$ cat config.mk
export PLATFORM = sky130hd
export DESIGN_NAME = gpa_xlate_walker
export DESIGN_NICKNAME = d
export VERILOG_FILES = /design/src/rtl/gxw_pkg.sv /design/src/rtl/gxw_addr_gen.sv /design/src/rtl/gxw_entry_check.sv /design/src/rtl/gxw_leaf_eval.sv /design/src/rtl/gpa_xlate_walker.sv
export SDC_FILE = /design/constraint.sdc
export NUM_CORES = 1
export LEC_CHECK = 0
export ABC_AREA = 1
export BUFFER_PORTS_ARGS = -buffer_cell sky130_fd_sc_hd__buf_4
export CORE_ASPECT_RATIO = 1.5
export CORE_MARGIN = 2
export CORE_UTILIZATION = 46
export DETAILED_ROUTE_END_ITERATION = 10
export PLACE_DENSITY = 0.81
export SYNTH_ARGS = -nofsm -noshare
export SYNTH_HDL_FRONTEND = slang
export SYNTH_SLANG_ARGS = --single-unit
$ cat constraint.sdc
create_clock -name clk -period 5.1 [get_ports clk]
set_clock_uncertainty 0.15 [all_clocks]
set_input_delay 0.765 -clock clk [delete_from_list [all_inputs] [get_ports clk]]
set_output_delay 0.765 -clock clk [all_outputs]
set_load 0.01 [all_outputs]
$ cat src/rtl/gxw_pkg.sv
// Shared types for the second-stage address translation walker.
package gxw_pkg;
    typedef enum logic [1:0] {
        WS_IDLE  = 2'b00,
        WS_FETCH = 2'b01,
        WS_DONE  = 2'b10
    } walk_state_e;

    typedef enum logic [1:0] {
        ST_OK   = 2'b00,
        ST_VIOL = 2'b01,
        ST_MISC = 2'b10
    } walk_status_e;

    localparam logic [1:0] ACC_WRITE = 2'b01;
    localparam logic [1:0] ACC_EXEC  = 2'b10;
    localparam int BIT_R    = 0;
    localparam int BIT_W    = 1;
    localparam int BIT_X    = 2;
    localparam int BIT_HUGE = 7;
endpackage

$ cat src/rtl/gxw_addr_gen.sv
// Forms the byte address of the entry for the current level.
// Assumes each table is 4 KiB aligned and has 2**IDX_W eight-byte entries (IDX_W + 3 == 12).
module gxw_addr_gen #(
    parameter int NUM_LVL = 4,
    parameter int IDX_W   = 9,
    parameter int PA_W    = 52,
    localparam int GPA_W  = 12 + IDX_W * NUM_LVL,
    localparam int LVL_W  = $clog2(NUM_LVL)
) (
    input  logic [PA_W-13:0]  tbl_base,
    input  logic [GPA_W-1:0]  gpa,
    input  logic [LVL_W-1:0]  level,
    output logic [PA_W-1:0]   ent_addr
);
    logic [IDX_W-1:0] idx_opt [NUM_LVL];
    logic             unused_gpa;

    // One index slice per level; level 0 is the last table.
    for (genvar g = 0; g < NUM_LVL; g++) begin : g_idx
        assign idx_opt[g] = gpa[12 + IDX_W*g +: IDX_W];
    end

    // Page offset bits never take part in indexing.
    assign unused_gpa = ^gpa[11:0];

    // Concatenation is exact because the index and the entry size fill 12 bits.
    assign ent_addr = {tbl_base, idx_opt[level], 3'b000};
endmodule

$ cat src/rtl/gxw_entry_check.sv
// Classifies a fetched entry: absent, badly formed, or leaf.
// Assumes level 0 is the 4 KiB level and level 1 the 2 MiB level.
module gxw_entry_check #(
    parameter int NUM_LVL = 4,
    parameter int PA_W    = 52,
    parameter int RSV_LO  = 46,
    parameter int ENT_W   = 64,
    localparam int LVL_W  = $clog2(NUM_LVL)
) (
    input  logic [ENT_W-1:0] entry,
    input  logic [LVL_W-1:0] level,
    output logic             absent,
    output logic             malformed,
    output logic             is_leaf
);
    import gxw_pkg::*;

    logic rsv_hit;
    logic wr_no_rd;
    logic huge_high;
    logic unused_bits;

    // Reserved physical address bits must be clear.
    assign rsv_hit   = |entry[PA_W-1:RSV_LO];
    // Writable but not readable is an illegal combination.
    assign wr_no_rd  = entry[BIT_W] & ~entry[BIT_R];
    // The large-page flag is only legal at the 2 MiB level.
    assign huge_high = entry[BIT_HUGE] & (level > LVL_W'(1));

    // Classification outputs.
    assign absent    = (entry[2:0] == 3'b000);
    assign malformed = ~absent & (wr_no_rd | rsv_hit | huge_high);
    assign is_leaf   = (level == '0) | ((level == LVL_W'(1)) & entry[BIT_HUGE]);

    // Bits not checked here.
    assign unused_bits = ^{entry[ENT_W-1:PA_W], entry[RSV_LO-1:8], entry[6:3]};
endmodule

$ cat src/rtl/gxw_leaf_eval.sv
// Builds the output address of a leaf and checks the access against the accumulated permission.
// Assumes level 1 leaves are 2 MiB pages and level 0 leaves are 4 KiB pages.
module gxw_leaf_eval #(
    parameter int NUM_LVL = 4,
    parameter int IDX_W   = 9,
    parameter int PA_W    = 52,
    parameter int ENT_W   = 64,
    localparam int GPA_W  = 12 + IDX_W * NUM_LVL,
    localparam int LVL_W  = $clog2(NUM_LVL)
) (
    input  logic [ENT_W-1:0] entry,
    input  logic [GPA_W-1:0] gpa,
    input  logic [LVL_W-1:0] level,
    input  logic [2:0]       perm_in,
    input  logic [1:0]       acc,
    output logic [PA_W-1:0]  hpa,
    output logic             allowed
);
    import gxw_pkg::*;

    logic [2:0] eff;
    logic       unused_bits;

    // Permission left after including the leaf itself.
    assign eff = perm_in & entry[2:0];

    // Select the permission bit the access needs.
    always_comb begin : perm_pick
        unique case (acc)
            ACC_WRITE: allowed = eff[BIT_W];
            ACC_EXEC:  allowed = eff[BIT_X];
            default:   allowed = eff[BIT_R];
        endcase
    end

    // Join frame bits with page offset according to the page size.
    always_comb begin : addr_join
        if (level == LVL_W'(1)) hpa = {entry[PA_W-1:21], gpa[20:0]};
        else                    hpa = {entry[PA_W-1:12], gpa[11:0]};
    end

    // Bits not used here.
    assign unused_bits = ^{entry[ENT_W-1:PA_W], entry[11:3], gpa[GPA_W-1:21]};
endmodule

$ cat src/rtl/gpa_xlate_walker.sv
// Walks a four-level second-stage table and returns a host-physical address or a fault.
// Assumes one walk at a time, memory answering each read with one mem_rsp_valid cycle,
// and the response consumer always being ready for the rsp_valid pulse.
module gpa_xlate_walker #(
    parameter int NUM_LVL = 4,
    parameter int IDX_W   = 9,
    parameter int PA_W    = 52,
    parameter int RSV_LO  = 46,
    parameter int ENT_W   = 64,
    localparam int GPA_W  = 12 + IDX_W * NUM_LVL,
    localparam int LVL_W  = $clog2(NUM_LVL)
) (
    input  logic              clk,
    input  logic              rst_n,
    input  logic [PA_W-13:0]  root_base,
    input  logic              req_valid,
    output logic              req_ready,
    input  logic [GPA_W-1:0]  req_gpa,
    input  logic [1:0]        req_acc,
    output logic              mem_req_valid,
    output logic [PA_W-1:0]   mem_req_addr,
    input  logic              mem_rsp_valid,
    input  logic [ENT_W-1:0]  mem_rsp_data,
    output logic              rsp_valid,
    output logic [1:0]        rsp_status,
    output logic [PA_W-1:0]   rsp_hpa
);
    import gxw_pkg::*;

    walk_state_e       state_q;
    walk_status_e      stat_q;
    logic [GPA_W-1:0]  gpa_q;
    logic [1:0]        acc_q;
    logic [PA_W-13:0]  base_q;
    logic [LVL_W-1:0]  level_q;
    logic [2:0]        perm_q;
    logic [PA_W-1:0]   hpa_q;

    logic              ent_absent;
    logic              ent_bad;
    logic              ent_leaf;
    logic [PA_W-1:0]   leaf_hpa;
    logic              leaf_ok;

    gxw_addr_gen #(.NUM_LVL(NUM_LVL), .IDX_W(IDX_W), .PA_W(PA_W)) u_addr (
        .tbl_base (base_q),
        .gpa      (gpa_q),
        .level    (level_q),
        .ent_addr (mem_req_addr)
    );

    gxw_entry_check #(.NUM_LVL(NUM_LVL), .PA_W(PA_W), .RSV_LO(RSV_LO), .ENT_W(ENT_W)) u_chk_ent (
        .entry     (mem_rsp_data),
        .level     (level_q),
        .absent    (ent_absent),
        .malformed (ent_bad),
        .is_leaf   (ent_leaf)
    );

    gxw_leaf_eval #(.NUM_LVL(NUM_LVL), .IDX_W(IDX_W), .PA_W(PA_W), .ENT_W(ENT_W)) u_leaf (
        .entry   (mem_rsp_data),
        .gpa     (gpa_q),
        .level   (level_q),
        .perm_in (perm_q),
        .acc     (acc_q),
        .hpa     (leaf_hpa),
        .allowed (leaf_ok)
    );

    // Walk state machine: accept, fetch level by level, report.
    always_ff @(posedge clk) begin : walk_seq
        if (!rst_n) begin
            state_q <= WS_IDLE;
            stat_q  <= ST_OK;
            gpa_q   <= '0;
            acc_q   <= '0;
            base_q  <= '0;
            level_q <= '0;
            perm_q  <= '0;
            hpa_q   <= '0;
        end else begin
            unique case (state_q)
                WS_IDLE: begin
                    if (req_valid) begin
                        gpa_q   <= req_gpa;
                        acc_q   <= req_acc;
                        base_q  <= root_base;
                        level_q <= LVL_W'(NUM_LVL - 1);
                        perm_q  <= 3'b111;
                        state_q <= WS_FETCH;
                    end
                end
                WS_FETCH: begin
                    if (mem_rsp_valid) begin
                        if (ent_absent) begin
                            stat_q  <= ST_VIOL;
                            hpa_q   <= '0;
                            state_q <= WS_DONE;
                        end else if (ent_bad) begin
                            stat_q  <= ST_MISC;
                            hpa_q   <= '0;
                            state_q <= WS_DONE;
                        end else if (ent_leaf) begin
                            stat_q  <= leaf_ok ? ST_OK : ST_VIOL;
                            hpa_q   <= leaf_ok ? leaf_hpa : '0;
                            state_q <= WS_DONE;
                        end else begin
                            base_q  <= mem_rsp_data[PA_W-1:12];
                            level_q <= level_q - LVL_W'(1);
                            perm_q  <= perm_q & mem_rsp_data[2:0];
                        end
                    end
                end
                WS_DONE: state_q <= WS_IDLE;
                default: state_q <= WS_IDLE;
            endcase
        end
    end

    // Port outputs decoded from the state.
    assign req_ready     = (state_q == WS_IDLE);
    assign mem_req_valid = (state_q == WS_FETCH);
    assign rsp_valid     = (state_q == WS_DONE);
    assign rsp_status    = stat_q;
    assign rsp_hpa       = hpa_q;
endmodule

==> qor.txt <==
Final Power - 0.003383 W
H-tree levels - 4
pin count of the biggest net entering global routing - 84
Clk pwr share - 37.9%
achievable frequency - 0.2766 GHz
clock-pin slew on the worst setup and hold paths - 60 ps
most frequent cell after synthesis - nor2_1
Starting Density - 46.42%
drt via density - 4.722
combinational share of power - 21.8%
Register Area - 3023 µm²
CP Capture Type - flip-flop
Post-synth EDFFs - 0
CP Class - reg2reg
port bufs - 243
hpwl dp - 13.94 mm
initial antenna violation count - 0
worst path required time - 5300 ps
grt ovf - 0
Startpoint Class - flip-flop
die footprint - 16090 µm²
fill count - 1364
first-pass GRT wire length - 31.46 mm
placer congestion estimate - 0.9896
critical path arrival - 3820 ps
Die Y - 154.3 µm
area grow syn2layout - 34.53%
period utilization - 70.89%
number of global-route vias before repair - 6396
Initial DRT Pass Iterations - 5
Routed Antenna Nets - 0
Top FF cell, synth - dfxtp_1
switching share of total power - 29.53%
Post-CTS Hold Buffers - 0
post-synth cell types - 28
final wirelength - 19.97 mm
top post-synthesis cells by area - dfxtp_1, nor2_1, nand2_1, o21ai_0, inv_1
synthesized flop and latch total - 151
Setup Fix Bufs, Post-CTS - 0
fraction of final layout cells sized beyond drive strength 1 - 22.89%
DRT iter0 DRCs - 387
slew of the pin with the lowest slew margin - 886.0 ps
asr flop ratio synth - 0%
Synth top area share - 43.61%
P per Cell Area - 362.8 nW/µm²
IO Pins - 267
Switch Pwr - 0.0009992 W
post-synthesis cell count - 1076
most instantiated cells after synthesis - nor2_1, nand2_1, dfxtp_1
Placed Cells - 1456
clock root cell - clkbuf_16
worst rel slew slack - 40.79%
final hold violations - 0
Residual DRC - 0
CTS resizes - 0
Leak - 4.823 nW
Sink Count - 151
Inserted Clock Buffers - 17
Ys Warns - 0
CTS tree - yes
Pint - 0.002384 W
non-filler cells, final - 1488
GRT Overall Usage - 24.44%
fin crit period - 3616 ps
Cell Rows - 55
DR WL/cell - 13.42 µm
dominant cell type by area after synthesis - dfxtp_1
RSZ-0062 raised after global routing - no
die width - 104.2 µm
type of the worst min-delay path - reg2reg
Clock Tree Buf Depth - 2
Mapped Area - 6932 µm²
number of nets in the layout - 1438
Sequential Power Share - 40.3%
Multi-input gate area - 3114 µm²
final setup fails - 0
Peak supply drop - 210.4 µV
sequential cell area fraction in the yosys report - 43.61%
Worst Path Max Fanout - 57
area of the core - 14930 µm²
TNS Setup - 0 ps
routed vias - 7026
antenna cells - 0
syn_area_per_cell - 6.442 µm²
Clock Latency Late Sink - 410 ps
maximum capacitance violations - 0
status - complete, no violations
fin. max-slew vios - 0
==> per-stage QoR <==
step	worst slack, ps	hold slack, ps	area (µm²)	utilization, %
final	1484	287.9	9325	62.45
after CTS	1472	289.8	9325	62.45
after floorplan	2982	280.0	6939	-
after global routing	1093	308.5	9325	62.45
after global placement	1497	276.2	8717	58.37
after detailed placement	1490	279.6	8717	58.37
==> flip-flops by register name (all words and copies together), names as in the netlist <==
register / flops
rsp_status: 2
rsp_hpa: 52
level_q: 2
state_q: 2
perm_q: 3
base_q: 40
acc_q: 2
gpa_q: 48
==> critical path, stage by stage (launching register included) <==
cell	delay, ps
dfxtp_1	750
ha_1	650
nor2_1	140
nor2_1	190
nand2_2	100
nand3_1	120
nand4_4	650
buf_4	530
nand2_1	100
nand2_1	50
nor2_1	100
==> final cells by class <==
| cell class | instances | share of cell area (%) |
|---|---|---|
| multi-input cells | 738 | 33.40 |
| flip-flops and latches | 151 | 32.42 |
| repair buffers | 249 | 20.18 |
| clock buffers | 20 | 5.005 |
| inverters | 119 | 4.817 |
| well taps | 199 | 2.670 |
| clock inverters | 12 | 1.516 |
==> cell families (layout without fill, tap and decap cells) <==
| kind of cell | after synthesis | after routing | synth area share, % |
|---|---|---|---|
| other cells | 1 | 3 | 0.05410 |
| fa+ha+maj | 4 | 4 | 0.7221 |
| flops | 151 | 151 | 43.61 |
| simple gates | 561 | 561 | 31.44 |
| buf+inv | 189 | 400 | 11.70 |
| compound gates | 170 | 170 | 12.47 |
==> power groups by stage <==
stage / sequential [W] / combinational (W) / clock, W
final: 0.00136 / 0.000737 / 0.00128
after global routing: 0.00138 / 0.000826 / 0.00136
after detailed placement: 0.00139 / 0.000736 / 0
after CTS: 0.00136 / 0.000741 / 0.00130
after floorplan: 0.00140 / 0.000407 / 0
after global placement: 0.00138 / 0.000725 / 0
==> cell usage in the layout (no fill, tap or decap), types with 10 or more instances in the layout <==
| master | n |
|---|---|
| buf_4 | 248 |
| nor2_1 | 281 |
| clkbuf_16 | 17 |
| a21oi_1 | 37 |
| nand2_1 | 254 |
| inv_1 | 114 |
| dfxtp_1 | 151 |
| o21ai_1 | 10 |
| nor3_1 | 10 |
| o21ai_0 | 113 |
==> metal layers <==
| layer | vias to the layer above | share of wire [%] | global-route usage (%) |
|---|---|---|---|
| met5 | - | 0 | 0 |
| met4 | 0 | 2.7 | 9.717 |
| met3 | 38 | 5.4 | 5.183 |
| met2 | 251 | 53 | 45.96 |
| met1 | 3064 | 39 | 26.48 |
| li1 | 3673 | - | - |
==> final timing paths <==
check	startpoint	endpoint	slack [ps]	depth (start not counted)
setup / recovery	level_q[0]	base_q[9]	1480	10
hold / removal	rsp_hpa[47]	rsp_hpa[47]	290	2
setup reg to reg	level_q[0]	base_q[9]	1480	10
hold reg to reg	rsp_hpa[47]	rsp_hpa[47]	290	2
Note: power is estimated with default switching activity, not from simulation.
